$ cat src/rtl/intsrc_pkg.sv
package intsrc_pkg;
   // Encoding of events returned by the presentation unit
   typedef enum logic [1:0] {
      EVK_NONE   = 2'b00,
      EVK_REJECT = 2'b01,
      EVK_EOI    = 2'b10,
      EVK_RSVD   = 2'b11
   } evt_kind_e;
endpackage

$ cat src/rtl/intsrc_lvl_slot.sv
module intsrc_lvl_slot #(
   parameter int SRV_W  = 8,
   parameter int PRIO_W = 8
) (
   input  logic              clk,
   input  logic              rst_n,
   input  logic              lvl_in,
   input  logic              cfg_hit,
   input  logic [SRV_W-1:0]  cfg_server,
   input  logic [PRIO_W-1:0] cfg_prio,
   input  logic              rej_hit,
   input  logic              eoi_hit,
   input  logic              scan_hit,
   input  logic              taken,
   output logic              want,
   output logic [SRV_W-1:0]  server,
   output logic [PRIO_W-1:0] prio
);
   logic [SRV_W-1:0]  srv_q, srv_d;
   logic [PRIO_W-1:0] pri_q, pri_d;
   logic as_q, as_d, sent_q, sent_d, want_q, want_d;

   always_comb begin
      srv_d  = srv_q;
      pri_d  = pri_q;
      as_d   = lvl_in;
      sent_d = sent_q;
      want_d = want_q;
      if (taken) want_d = 1'b0;
      if (rej_hit || eoi_hit) sent_d = 1'b0;
      if (cfg_hit) begin
         srv_d = cfg_server;
         pri_d = cfg_prio;
         if ((&cfg_prio) && want_d) begin
            want_d = 1'b0;
            sent_d = 1'b0;
         end else if (!(&pri_d) && as_q && !sent_d) begin
            sent_d = 1'b1;
            want_d = 1'b1;
         end
      end
      if (lvl_in && !as_q && !(&pri_d) && !sent_d) begin
         sent_d = 1'b1;
         want_d = 1'b1;
      end
      if (scan_hit && as_d && !(&pri_d) && !sent_d) begin
         sent_d = 1'b1;
         want_d = 1'b1;
      end
   end

   always_ff @(posedge clk) begin
      if (!rst_n) begin
         srv_q  <= '0;
         pri_q  <= '1;
         as_q   <= 1'b0;
         sent_q <= 1'b0;
         want_q <= 1'b0;
      end else begin
         srv_q  <= srv_d;
         pri_q  <= pri_d;
         as_q   <= as_d;
         sent_q <= sent_d;
         want_q <= want_d;
      end
   end

   assign want   = want_q;
   assign server = srv_q;
   assign prio   = pri_q;


   sent_with_offer_chk: assert property (@(posedge clk) disable iff (!rst_n)
      $rose(sent_q) |-> want_q);

   no_masked_want_chk: assert property (@(posedge clk) disable iff (!rst_n)
      want_q |-> !(&pri_q));
endmodule

$ cat src/rtl/intsrc_msg_slot.sv
module intsrc_msg_slot #(
   parameter int SRV_W  = 8,
   parameter int PRIO_W = 8
) (
   input  logic              clk,
   input  logic              rst_n,
   input  logic              fire,
   input  logic              cfg_hit,
   input  logic [SRV_W-1:0]  cfg_server,
   input  logic [PRIO_W-1:0] cfg_prio,
   input  logic              rej_hit,
   input  logic              scan_hit,
   input  logic              taken,
   output logic              want,
   output logic [SRV_W-1:0]  server,
   output logic [PRIO_W-1:0] prio
);
   logic [SRV_W-1:0]  srv_q, srv_d;
   logic [PRIO_W-1:0] pri_q, pri_d;
   logic mp_q, mp_d, rj_q, rj_d, want_q, want_d;

   always_comb begin
      srv_d  = srv_q;
      pri_d  = pri_q;
      mp_d   = mp_q;
      rj_d   = rj_q;
      want_d = want_q;
      if (taken) want_d = 1'b0;
      if (rej_hit) rj_d = 1'b1;
      if (cfg_hit) begin
         srv_d = cfg_server;
         pri_d = cfg_prio;
         if ((&cfg_prio) && want_d) begin
            want_d = 1'b0;
            mp_d   = 1'b1;
         end else if (mp_d && !(&cfg_prio)) begin
            mp_d   = 1'b0;
            want_d = 1'b1;
         end
      end
      if (fire) begin
         if (&pri_d) mp_d = 1'b1;
         else        want_d = 1'b1;
      end
      if (scan_hit && rj_d) begin
         rj_d = 1'b0;
         if (!(&pri_d)) want_d = 1'b1;
      end
   end

   always_ff @(posedge clk) begin
      if (!rst_n) begin
         srv_q  <= '0;
         pri_q  <= '1;
         mp_q   <= 1'b0;
         rj_q   <= 1'b0;
         want_q <= 1'b0;
      end else begin
         srv_q  <= srv_d;
         pri_q  <= pri_d;
         mp_q   <= mp_d;
         rj_q   <= rj_d;
         want_q <= want_d;
      end
   end

   assign want   = want_q;
   assign server = srv_q;
   assign prio   = pri_q;


   pend_only_masked_chk: assert property (@(posedge clk) disable iff (!rst_n)
      mp_q |-> (&pri_q) && !want_q);
endmodule

$ cat src/rtl/intsrc_pick.sv
module intsrc_pick #(
   parameter int N     = 8,
   parameter int IDX_W = 3
) (
   input  logic [N-1:0]     req,
   output logic             any,
   output logic [IDX_W-1:0] idx
);
   always_comb begin
      idx = '0;
      for (int i = N - 1; i >= 0; i--) begin
         if (req[i]) idx = IDX_W'(i);
      end
   end
   assign any = |req;
endmodule

$ cat src/rtl/intsrc_bank.sv
module intsrc_bank #(
   parameter int                 NUM_SRC    = 8,
   parameter int                 SRV_W      = 8,
   parameter int                 PRIO_W     = 8,
   parameter int                 NUM_W      = 16,
   parameter int                 BASE       = 4096,
   parameter logic [NUM_SRC-1:0] LEVEL_MASK = 8'hF0
) (
   input  logic               clk,
   input  logic               rst_n,
   input  logic [NUM_SRC-1:0] src_in,
   input  logic               cfg_we,
   input  logic [NUM_W-1:0]   cfg_num,
   input  logic [SRV_W-1:0]   cfg_server,
   input  logic [PRIO_W-1:0]  cfg_prio,
   input  logic               evt_valid,
   input  logic [1:0]         evt_kind,
   input  logic [NUM_W-1:0]   evt_num,
   input  logic               resend_req,
   output logic               resend_busy,
   output logic               offer_valid,
   input  logic               offer_ready,
   output logic [SRV_W-1:0]   offer_server,
   output logic [NUM_W-1:0]   offer_num,
   output logic [PRIO_W-1:0]  offer_prio
);
   import intsrc_pkg::*;

   localparam int               IDX_W   = (NUM_SRC > 1) ? $clog2(NUM_SRC) : 1;
   localparam logic [NUM_W-1:0] BASE_V  = NUM_W'(BASE);
   localparam logic [NUM_W-1:0] COUNT_V = NUM_W'(NUM_SRC);
   localparam logic [IDX_W-1:0] LAST    = IDX_W'(NUM_SRC - 1);

   if (NUM_SRC < 1) begin : g_bad_count
      $error("intsrc_bank: NUM_SRC must be at least 1");
   end
   if (PRIO_W < 2 || SRV_W < 1) begin : g_bad_width
      $error("intsrc_bank: PRIO_W must be >= 2 and SRV_W >= 1");
   end
   if (longint'(BASE) + longint'(NUM_SRC) > (longint'(1) << NUM_W)) begin : g_bad_base
      $error("intsrc_bank: BASE + NUM_SRC does not fit in NUM_W bits");
   end

   // Number decode: global number minus base gives the local index
   logic [NUM_W-1:0] evt_off, cfg_off;
   logic             evt_ok, cfg_ok;
   logic             is_rej, is_eoi;
   assign evt_off = evt_num - BASE_V;
   assign cfg_off = cfg_num - BASE_V;
   assign evt_ok  = evt_valid && (evt_num >= BASE_V) && (evt_off < COUNT_V);
   assign cfg_ok  = cfg_we && (cfg_num >= BASE_V) && (cfg_off < COUNT_V);
   assign is_rej  = evt_kind == EVK_REJECT;
   assign is_eoi  = evt_kind == EVK_EOI;

   // Resend scan, one source per clock
   logic             busy_q;
   logic [IDX_W-1:0] scan_q;
   always_ff @(posedge clk) begin
      if (!rst_n) begin
         busy_q <= 1'b0;
         scan_q <= '0;
      end else if (busy_q) begin
         if (scan_q == LAST) busy_q <= 1'b0;
         else                scan_q <= scan_q + 1'b1;
      end else if (resend_req) begin
         busy_q <= 1'b1;
         scan_q <= '0;
      end
   end
   assign resend_busy = busy_q;

   // Per-source state, variant chosen by type mask
   logic [NUM_SRC-1:0] want, taken;
   logic [SRV_W-1:0]   srv_a [NUM_SRC];
   logic [PRIO_W-1:0]  pri_a [NUM_SRC];
   logic               pick_any, load;
   logic [IDX_W-1:0]   pick_idx;

   for (genvar gi = 0; gi < NUM_SRC; gi++) begin : g_src
      logic cfg_hit, rej_hit, ev_hit, scan_hit;
      assign ev_hit   = evt_ok && (evt_off[IDX_W-1:0] == IDX_W'(gi));
      assign rej_hit  = ev_hit && is_rej;
      assign cfg_hit  = cfg_ok && (cfg_off[IDX_W-1:0] == IDX_W'(gi));
      assign scan_hit = busy_q && (scan_q == IDX_W'(gi));
      assign taken[gi] = load && (pick_idx == IDX_W'(gi));
      if (LEVEL_MASK[gi]) begin : g_lvl
         intsrc_lvl_slot #(.SRV_W(SRV_W), .PRIO_W(PRIO_W)) u_slot (
            .clk(clk), .rst_n(rst_n), .lvl_in(src_in[gi]),
            .cfg_hit(cfg_hit), .cfg_server(cfg_server), .cfg_prio(cfg_prio),
            .rej_hit(rej_hit), .eoi_hit(ev_hit && is_eoi),
            .scan_hit(scan_hit), .taken(taken[gi]),
            .want(want[gi]), .server(srv_a[gi]), .prio(pri_a[gi]));
      end else begin : g_msg
         intsrc_msg_slot #(.SRV_W(SRV_W), .PRIO_W(PRIO_W)) u_slot (
            .clk(clk), .rst_n(rst_n), .fire(src_in[gi]),
            .cfg_hit(cfg_hit), .cfg_server(cfg_server), .cfg_prio(cfg_prio),
            .rej_hit(rej_hit), .scan_hit(scan_hit), .taken(taken[gi]),
            .want(want[gi]), .server(srv_a[gi]), .prio(pri_a[gi]));
      end
   end

   intsrc_pick #(.N(NUM_SRC), .IDX_W(IDX_W)) u_pick (
      .req(want), .any(pick_any), .idx(pick_idx));

   // Registered offer stage
   assign load = pick_any && (!offer_valid || offer_ready);
   always_ff @(posedge clk) begin
      if (!rst_n) begin
         offer_valid  <= 1'b0;
         offer_server <= '0;
         offer_num    <= '0;
         offer_prio   <= '0;
      end else if (load) begin
         offer_valid  <= 1'b1;
         offer_server <= srv_a[pick_idx];
         offer_num    <= BASE_V + NUM_W'(pick_idx);
         offer_prio   <= pri_a[pick_idx];
      end else if (offer_ready) begin
         offer_valid  <= 1'b0;
      end
   end


   offer_hold_chk: assert property (@(posedge clk) disable iff (!rst_n)
      offer_valid && !offer_ready |=> offer_valid && $stable(offer_num)
         && $stable(offer_server) && $stable(offer_prio));

   offer_unmasked_chk: assert property (@(posedge clk) disable iff (!rst_n)
      offer_valid |-> !(&offer_prio));

   offer_range_chk: assert property (@(posedge clk) disable iff (!rst_n)
      offer_valid |-> (offer_num >= BASE_V) && (offer_num - BASE_V < COUNT_V));

   busy_start_chk: assert property (@(posedge clk) disable iff (!rst_n)
      $rose(resend_busy) |-> $past(resend_req));

   busy_end_chk: assert property (@(posedge clk) disable iff (!rst_n)
      $fell(resend_busy) |-> $past(scan_q) == LAST);
endmodule

$ cat config.mk
export PLATFORM = sky130hd
export DESIGN_NAME = intsrc_bank
export DESIGN_NICKNAME = d
export VERILOG_FILES = /design/src/rtl/intsrc_pkg.sv /design/src/rtl/intsrc_lvl_slot.sv /design/src/rtl/intsrc_msg_slot.sv /design/src/rtl/intsrc_pick.sv /design/src/rtl/intsrc_bank.sv
export SDC_FILE = /design/constraint.sdc
export NUM_CORES = 1
export LEC_CHECK = 0
export BUFFER_PORTS_ARGS = -buffer_cell sky130_fd_sc_hd__buf_2
export CORE_ASPECT_RATIO = 0.9
export CORE_MARGIN = 1
export CORE_UTILIZATION = 45
export CTS_CLUSTER_DIAMETER = 150
export CTS_CLUSTER_SIZE = 40
export DETAILED_ROUTE_END_ITERATION = 8
export SLEW_MARGIN = 15
export SYNTH_ARGS = -nofsm -noshare
export SYNTH_HDL_FRONTEND = slang
export SYNTH_SLANG_ARGS = --single-unit
export TNS_END_PERCENT = 10
$ cat constraint.sdc
create_clock -name clk -period 2.5 [get_ports clk]
set_clock_uncertainty 0.05 [all_clocks]
set_input_delay 0.125 -clock clk [delete_from_list [all_inputs] [get_ports clk]]
set_output_delay 0.125 -clock clk [all_outputs]
set_load 0.01 [all_outputs]
-- Yosys cells after proc, flatten, opt, wreduce, memory -nomap -nowiden
Cells that the tools add are included.
- register bits after elaboration: 189
- bits in latches: 0
- bits in writable memories: 0
- memory bits (read-only): 0
- bits of input ports: 64
- output and inout bits: 34
- logic and storage cells: 367
- memories: 0
- $add $sub $neg: 4
- multiply operators: 0
- div/mod/pow operators: 0
- order comparisons: 5
- equal/unequal tests: 31
- shift-type cells: 0
- multiplexer cells: 134
- bitwise operators: 2
- reductions and logical operators: 145
- operators by type and width (kind ; count):
    1-bit two-way mux ; 109
    1-bit logical AND ; 97
    8-bit two-way mux ; 12
    8-bit AND reduction ; 9
    8-bit binary-select mux with 3-bit select ; 2
    3-bit equality test (second input constant) ; 16
    3-bit two-way mux ; 11
    16-bit by 13-bit >= comparator with 1-bit output (second input constant) ; 2
    16-bit by 4-bit less-than comparator with 1-bit output (second input constant) ; 2
    16-bit by 13-bit subtractor with 16-bit output (second input constant) ; 2
    3-bit by 2-bit equality test with 1-bit output (second input constant) ; 8
    1-bit logical NOT ; 22
    13-bit by 3-bit adder with 14-bit output (first input constant) ; 1
    3-bit by 1-bit equality test with 1-bit output (second input constant) ; 4
    3-bit logical NOT ; 4
    2-bit OR reduction ; 4
    8-bit OR reduction ; 1
    1-bit logical OR ; 5
    4-bit >= comparator (second input constant) ; 1
    3-bit NOT with 4-bit output ; 1
    2-bit nonzero test ; 2
    3-bit by 1-bit adder with 3-bit output (second input constant) ; 1
    2-bit by 1-bit equality test with 1-bit output (second input constant) ; 1
    2-bit equality test (second input constant) ; 1
    3 further kinds ; 3

-- Longest topological paths before layout
- word-level depth: 20
- mapped depth: 8
- depth with buffers taken out: 7

-- Cells and area by module
Synthesis repeated with hierarchy kept, for this count alone.
- cell total of the unflattened synthesis: 957
- area, all modules: 8931.1 µm²
- modules (own cells, without submodules) (module ; times used ; cells an instance ; area an instance (µm²) ; sequential area each (µm²)):
    intsrc_msg_slot ; 4 ; 78 ; 809.5 ; 380.4
    intsrc_lvl_slot ; 4 ; 81 ; 797.0 ; 380.4
    intsrc_bank ; 1 ; 308 ; 2423.6 ; 500.5
    intsrc_pick ; 1 ; 13 ; 81.3 ; 0.0

-- Worst setup path after synthesis
OpenSTA, ideal clock, no wires.
- kind: reg-to-reg
- from: register g_src[1].g_msg.u_slot.want_q
- to: register g_src[6].g_lvl.u_slot.want_q
- library setup time: 0.116 ns
- arrival: 1.575 ns
- required time: 2.334 ns
- setup slack: 0.758 ns
- cell stages (with the launch flop): 8
- buffers on the path: 1
- period minus slack after synthesis: 1.742 ns
- cells stage by stage: dfxtp_1 -> clkbuf_1 -> nor4_4 -> nand3_1 -> o21a_1 -> a21oi_1 -> o2bb2ai_1 -> a31o_2
- cells in the longest elaborated chain, start to end: 14
- elaborated cells between the ends (all ways): 20
- those cells by class: eq/ne: 1; mux: 11; reduce/logical: 8
- ends and longest elaborated chain (element ; RTL line ; text):
    from (decl) ; intsrc_msg_slot.sv:20 ; logic mp_q, mp_d, rj_q, rj_d, want_q, want_d;
    from (signal assigned) ; intsrc_msg_slot.sv:63 ; want_q <= want_d;
    3-bit two-way mux (2 in series) ; intsrc_pick.sv:12 ; if (req[i]) idx = IDX_W'(i);
    3-bit equality test ; intsrc_bank.sv:85 ; assign taken[gi] = load && (pick_idx == IDX_W'(gi));
    1-bit logical AND * ; intsrc_bank.sv:85 ;
    1-bit two-way mux * ; intsrc_lvl_slot.sv:29 ; if (taken) want_d = 1'b0;
    1-bit logical AND ; intsrc_lvl_slot.sv:34 ; if ((&cfg_prio) && want_d) begin
    1-bit two-way mux ; intsrc_lvl_slot.sv:34 ;
    1-bit two-way mux ; intsrc_lvl_slot.sv:31 ; if (cfg_hit) begin
    1-bit logical NOT ; intsrc_lvl_slot.sv:42 ; if (lvl_in && !as_q && !(&pri_d) && !sent_d) begin
    1-bit logical AND ; intsrc_lvl_slot.sv:42 ;
    1-bit two-way mux ; intsrc_lvl_slot.sv:42 ;
    1-bit logical NOT ; intsrc_lvl_slot.sv:46 ; if (scan_hit && as_d && !(&pri_d) && !sent_d) begin
    1-bit logical AND ; intsrc_lvl_slot.sv:46 ;
    1-bit two-way mux * ; intsrc_lvl_slot.sv:46 ;
    to (signal assigned) ; intsrc_lvl_slot.sv:64 ; want_q <= want_d;
    to (decl) ; intsrc_lvl_slot.sv:21 ; logic as_q, as_d, sent_q, sent_d, want_q, want_d;
Every way passes the cells marked *; elsewhere a longest branch is shown, timed or not.
A chain may end at the register's enable or synchronous reset.

-- Final worst setup path
- from: register g_src[6].g_lvl.u_slot.want_q
- to: register g_src[5].g_lvl.u_slot.want_q
- cells in the longest elaborated chain, start to end: 19
- elaborated cells between the ends (all ways): 25
- those cells by class: eq/ne: 1; mux: 16; reduce/logical: 8
- ends and longest elaborated chain (element ; RTL line):
    3-bit two-way mux (7 in series) ; intsrc_pick.sv:12
    3-bit equality test ; intsrc_bank.sv:85
    1-bit logical AND * ; intsrc_bank.sv:85
    1-bit two-way mux * ; intsrc_lvl_slot.sv:29
    1-bit logical AND ; intsrc_lvl_slot.sv:34
    1-bit two-way mux ; intsrc_lvl_slot.sv:34
    1-bit two-way mux ; intsrc_lvl_slot.sv:31
    1-bit logical NOT ; intsrc_lvl_slot.sv:42
    1-bit logical AND ; intsrc_lvl_slot.sv:42
    1-bit two-way mux ; intsrc_lvl_slot.sv:42
    1-bit logical NOT ; intsrc_lvl_slot.sv:46
    1-bit logical AND ; intsrc_lvl_slot.sv:46
    1-bit two-way mux * ; intsrc_lvl_slot.sv:46
    to (signal assigned) ; intsrc_lvl_slot.sv:64
    to (decl) ; intsrc_lvl_slot.sv:21
Marked as above.

==> impl_metrics.toml <==
[sta]
worstMarginPinSlew_ns = 0.607
tns_ns = 0
relSlewSlack_pct = 59.5
setup_viol = 0
min_period_ns = 2.24
fin_crit_sh_pct = 89.5
rsz0062_at_grt = "no"
fmax_mhz = 447
finalHoldViolations = 0
slew_violations = 0

[synthesis]
yosys_warnings = 0
synth_edf_count = 0
synthDistinctLibCells = 68
netlist_area_mm2 = 0.00833
synth_compound_area_share_pct = 15.3
synth-simple-area-share_pct = 30.8
synth_top_flop_cell = "dfxtp_1"
ys_ff_latch = 177
yosys.area.top_type = "dfxtp_1"
synth-adder-area-share_pct = 0.901
synth_top_area_share_pct = 42.5
async_reset_ff_share_pct = 0
yosys.area_share.xor_xnor_pct = 0.105
synth_top_family_by_area = "simple AND/OR/NAND/NOR gates"
ys_seq_area_share_pct = 42.5
synth_area_leaders = "dfxtp_1 43%, nand2_1 16%, nand3_1 6.2%"
synth.mux.area_fraction_pct = 4.42
synth.avg_cell_area_um2 = 7.61
synthCells = 1095

[setup_path]
r2r-start = "g_src[6].g_lvl.u_slot.want"
required_ns = 2.74
crit_fanout = 7
r2r_slack_ns = 0.26
cp_slowest_stage_delay_ns = 0.36
end_kind = "register"
r2r_end = "g_src[5].g_lvl.u_slot.want"
critPathArrivalTime_ns = 2.47
reg2reg_depth = 6
cp_slowest_cell = "dfxtp_1"
path_class = "reg -> reg"
cp-start-kind = "register"
crit_chain = "or2_2, a211oi_1, or3_1, nand2_1, o21ai_0, a221oi_1"

[detailed_routing]
routed_via_density = 5.62
routed_wl_um = 26200
dr.first_iter.drc_count = 607
wl_met2_um = 12200
wl_per_cell_um = 18.5
ant_nets = 0
dr_total_vias = 7964
wl_met3_um = 1480
routed.top_layer = "met4"
met1_length_um = 12000
dr.pass1.iters = 5
drcViolationCount = 0

[place]
place_area_mm2 = 0.00892
finalWeightedCongestion = 0.854
portBuffers = 85
post-dp-hpwl_um = 17600

[clock_tree]
cts_tree = "yes"
cts_sinks = 177
clockRootBuffer = "clkbuf_16"
clkTransAtPathRegs_ns = 0.07
htree_levels = 4
insertion_delay_ns = 0.43
cts_buffers = 17
cts.path.max_buffers = 2

[global_route]
antenna_found_initial = 0
grt_pass1_vias = 7187
grt_pass1_wl_um = 40400
overflow = 0
grt_max_degree = 51
track_usage_pct = 27.7

[finish]
num-fill-cells = 1731
diodes = 0
final_area_mm2 = 0.00967
final_nets = 1233
drive_above_1_share_pct = 17.3
areaGrowthSynthToFinish_pct = 16.1

[min_path]
whs_endpoint = "resend_busy"
hp-start = "resend_req"
whs_path_depth = 3
hp-class = "in -> reg"

[flow_run]
cap_violations = 0

[power_and_ir_drop]
p_leak_nw = 4.08
p_per_area_mw_per_mm2 = 601
vdd_drop_max_v = 0.000351

[die]
fp.dieArea_mm2 = 0.0191
initial_core_util_pct = 46.7
core_area_mm2 = 0.0178
die_y_um = 131
die_w_um = 145
rows = 46
num_io_pins = 98

[outcome]
outcome = "complete, no violations"
## where the power goes
part	total, mW	internal, mW	switching (mW)	leakage (nW)
registers	2.84	2.83	0.0105	1.43
logic	0.276	0.0946	0.181	2.37
clock network	2.70	1.53	1.17	0.283
total	5.81	4.45	1.36	4.08
## layer usage
| layer | track usage [%] | vias to the layer above |
|---|---|---|
| li1 | - | 3856 |
| met1 | 37.3 | 3810 |
| met5 | 0 | - |
| met3 | 4.64 | 36 |
| met4 | 9.47 | 0 |
| met2 | 45.5 | 262 |
## through the flow
| stage | instances | utilization (%) | worst slack, ns | total power, mW | hold WS, ns |
|---|---|---|---|---|---|
| 2_1_floorplan | 1106 | - | 0.758 | 3.06 | 0.202 |
| 3_3_place_gp | 1368 | 50.0 | 0.384 | 3.16 | 0.310 |
| 3_5_place_dp | 1368 | 50.0 | 0.364 | 3.16 | 0.306 |
| 4_1_cts | 1416 | 54.2 | 0.333 | 5.83 | 0.00451 |
| 5_1_grt | 1416 | 54.2 | 0.0772 | 5.98 | 0.0248 |
| 6_report | 1416 | 54.2 | 0.264 | 5.81 | 0.0284 |
## cell usage after synthesis, types with 9 or more instances
master,n
inv_1,9
mux2i_1,12
dfxtp_1,177
buf_4,12
o211ai_1,21
nand3_1,103
clkbuf_1,41
mux2_2,22
a21oi_1,90
nand4_1,23
o21ai_0,18
nor3_1,9
nand2_1,355
buf_2,41
nor2_1,30
o21a_1,9
## area by class of cell
class                           instances  area [µm²]  area share, %
Multi-Input combinational cell        823        4340           44.9
Clock buffer                           20         457           4.72
Clock inverter                         12         129           1.33
Sequential cell                       177        3540           36.6
Tap cell                              240         300           3.11
Inverter                               10        37.5          0.388
Timing Repair Buffer                  134         858           8.88
## worst max-delay path by stage
stage | start | endpoint | slack, ns
finish | g_src[6].g_lvl.u_slot.want | g_src[5].g_lvl.u_slot.want | 0.26
global route | g_src[6].g_lvl.u_slot.want | g_src[5].g_lvl.u_slot.want | 0.08
CTS | g_src[6].g_lvl.u_slot.want | g_src[5].g_lvl.u_slot.want | 0.33
detailed placement | g_src[6].g_lvl.u_slot.want | g_src[5].g_lvl.u_slot.want | 0.36
global placement | g_src[6].g_lvl.u_slot.want | g_src[5].g_lvl.u_slot.want | 0.38
floorplan | g_src[1].g_msg.u_slot.want | g_src[6].g_lvl.u_slot.want | 0.76
## critical path: cells and delay by family (launching register included)
kind            cells  cell delay (ns)
compound gates      3             0.80
flops               1             0.36
simple gates        3             0.89
## registers in the layout, indices dropped and copies added, names as in the netlist
name                       count
g_src.g_msg.u_slot.prio       32
g_src.g_msg.u_slot.server     32
g_src.g_lvl.u_slot.prio       32
g_src.g_lvl.u_slot.server     32
offer_prio                     8
offer_server                   8
g_src.g_msg.u_slot.mp_q        4
g_src.g_msg.u_slot.rj_q        4
g_src.g_msg.u_slot.want        4
g_src.g_lvl.u_slot.as_q        4
g_src.g_lvl.u_slot.sent_q      4
g_src.g_lvl.u_slot.want        4
offer_num                      4
scan_q                         3
offer_valid                    1
resend_busy                    1
## placed cells by master (no fill, tap or decap), drive strengths merged, types with 13 or more instances in the layout
master and count:
o21ai 21, dfxtp 177, nand3 103, o211ai 21, nor2 38, mux2 22, nand2 355, dlygate4sd3 16
a21oi 91, buf 118, inv 13, nand4 25, clkbuf 20
## repair_timing
item	CTS	global route
hold buffers	16	0
setup buffers	0	0
endpoints found under the hold margin	68	0
resized for setup	0	0
## kinds of logic (layout without fill, tap and decap cells)
family	count (synthesis)	after routing
adder cells (fa/ha/maj)	6	6
AO/OA/AOI/OAI	199	199
XOR/XNOR	1	1
multiplexers	34	34
other	1	12
buffers and inverters	106	176
AND/OR/NAND/NOR	571	571
flip-flops	177	177
(Power assumes the default switching activity.)
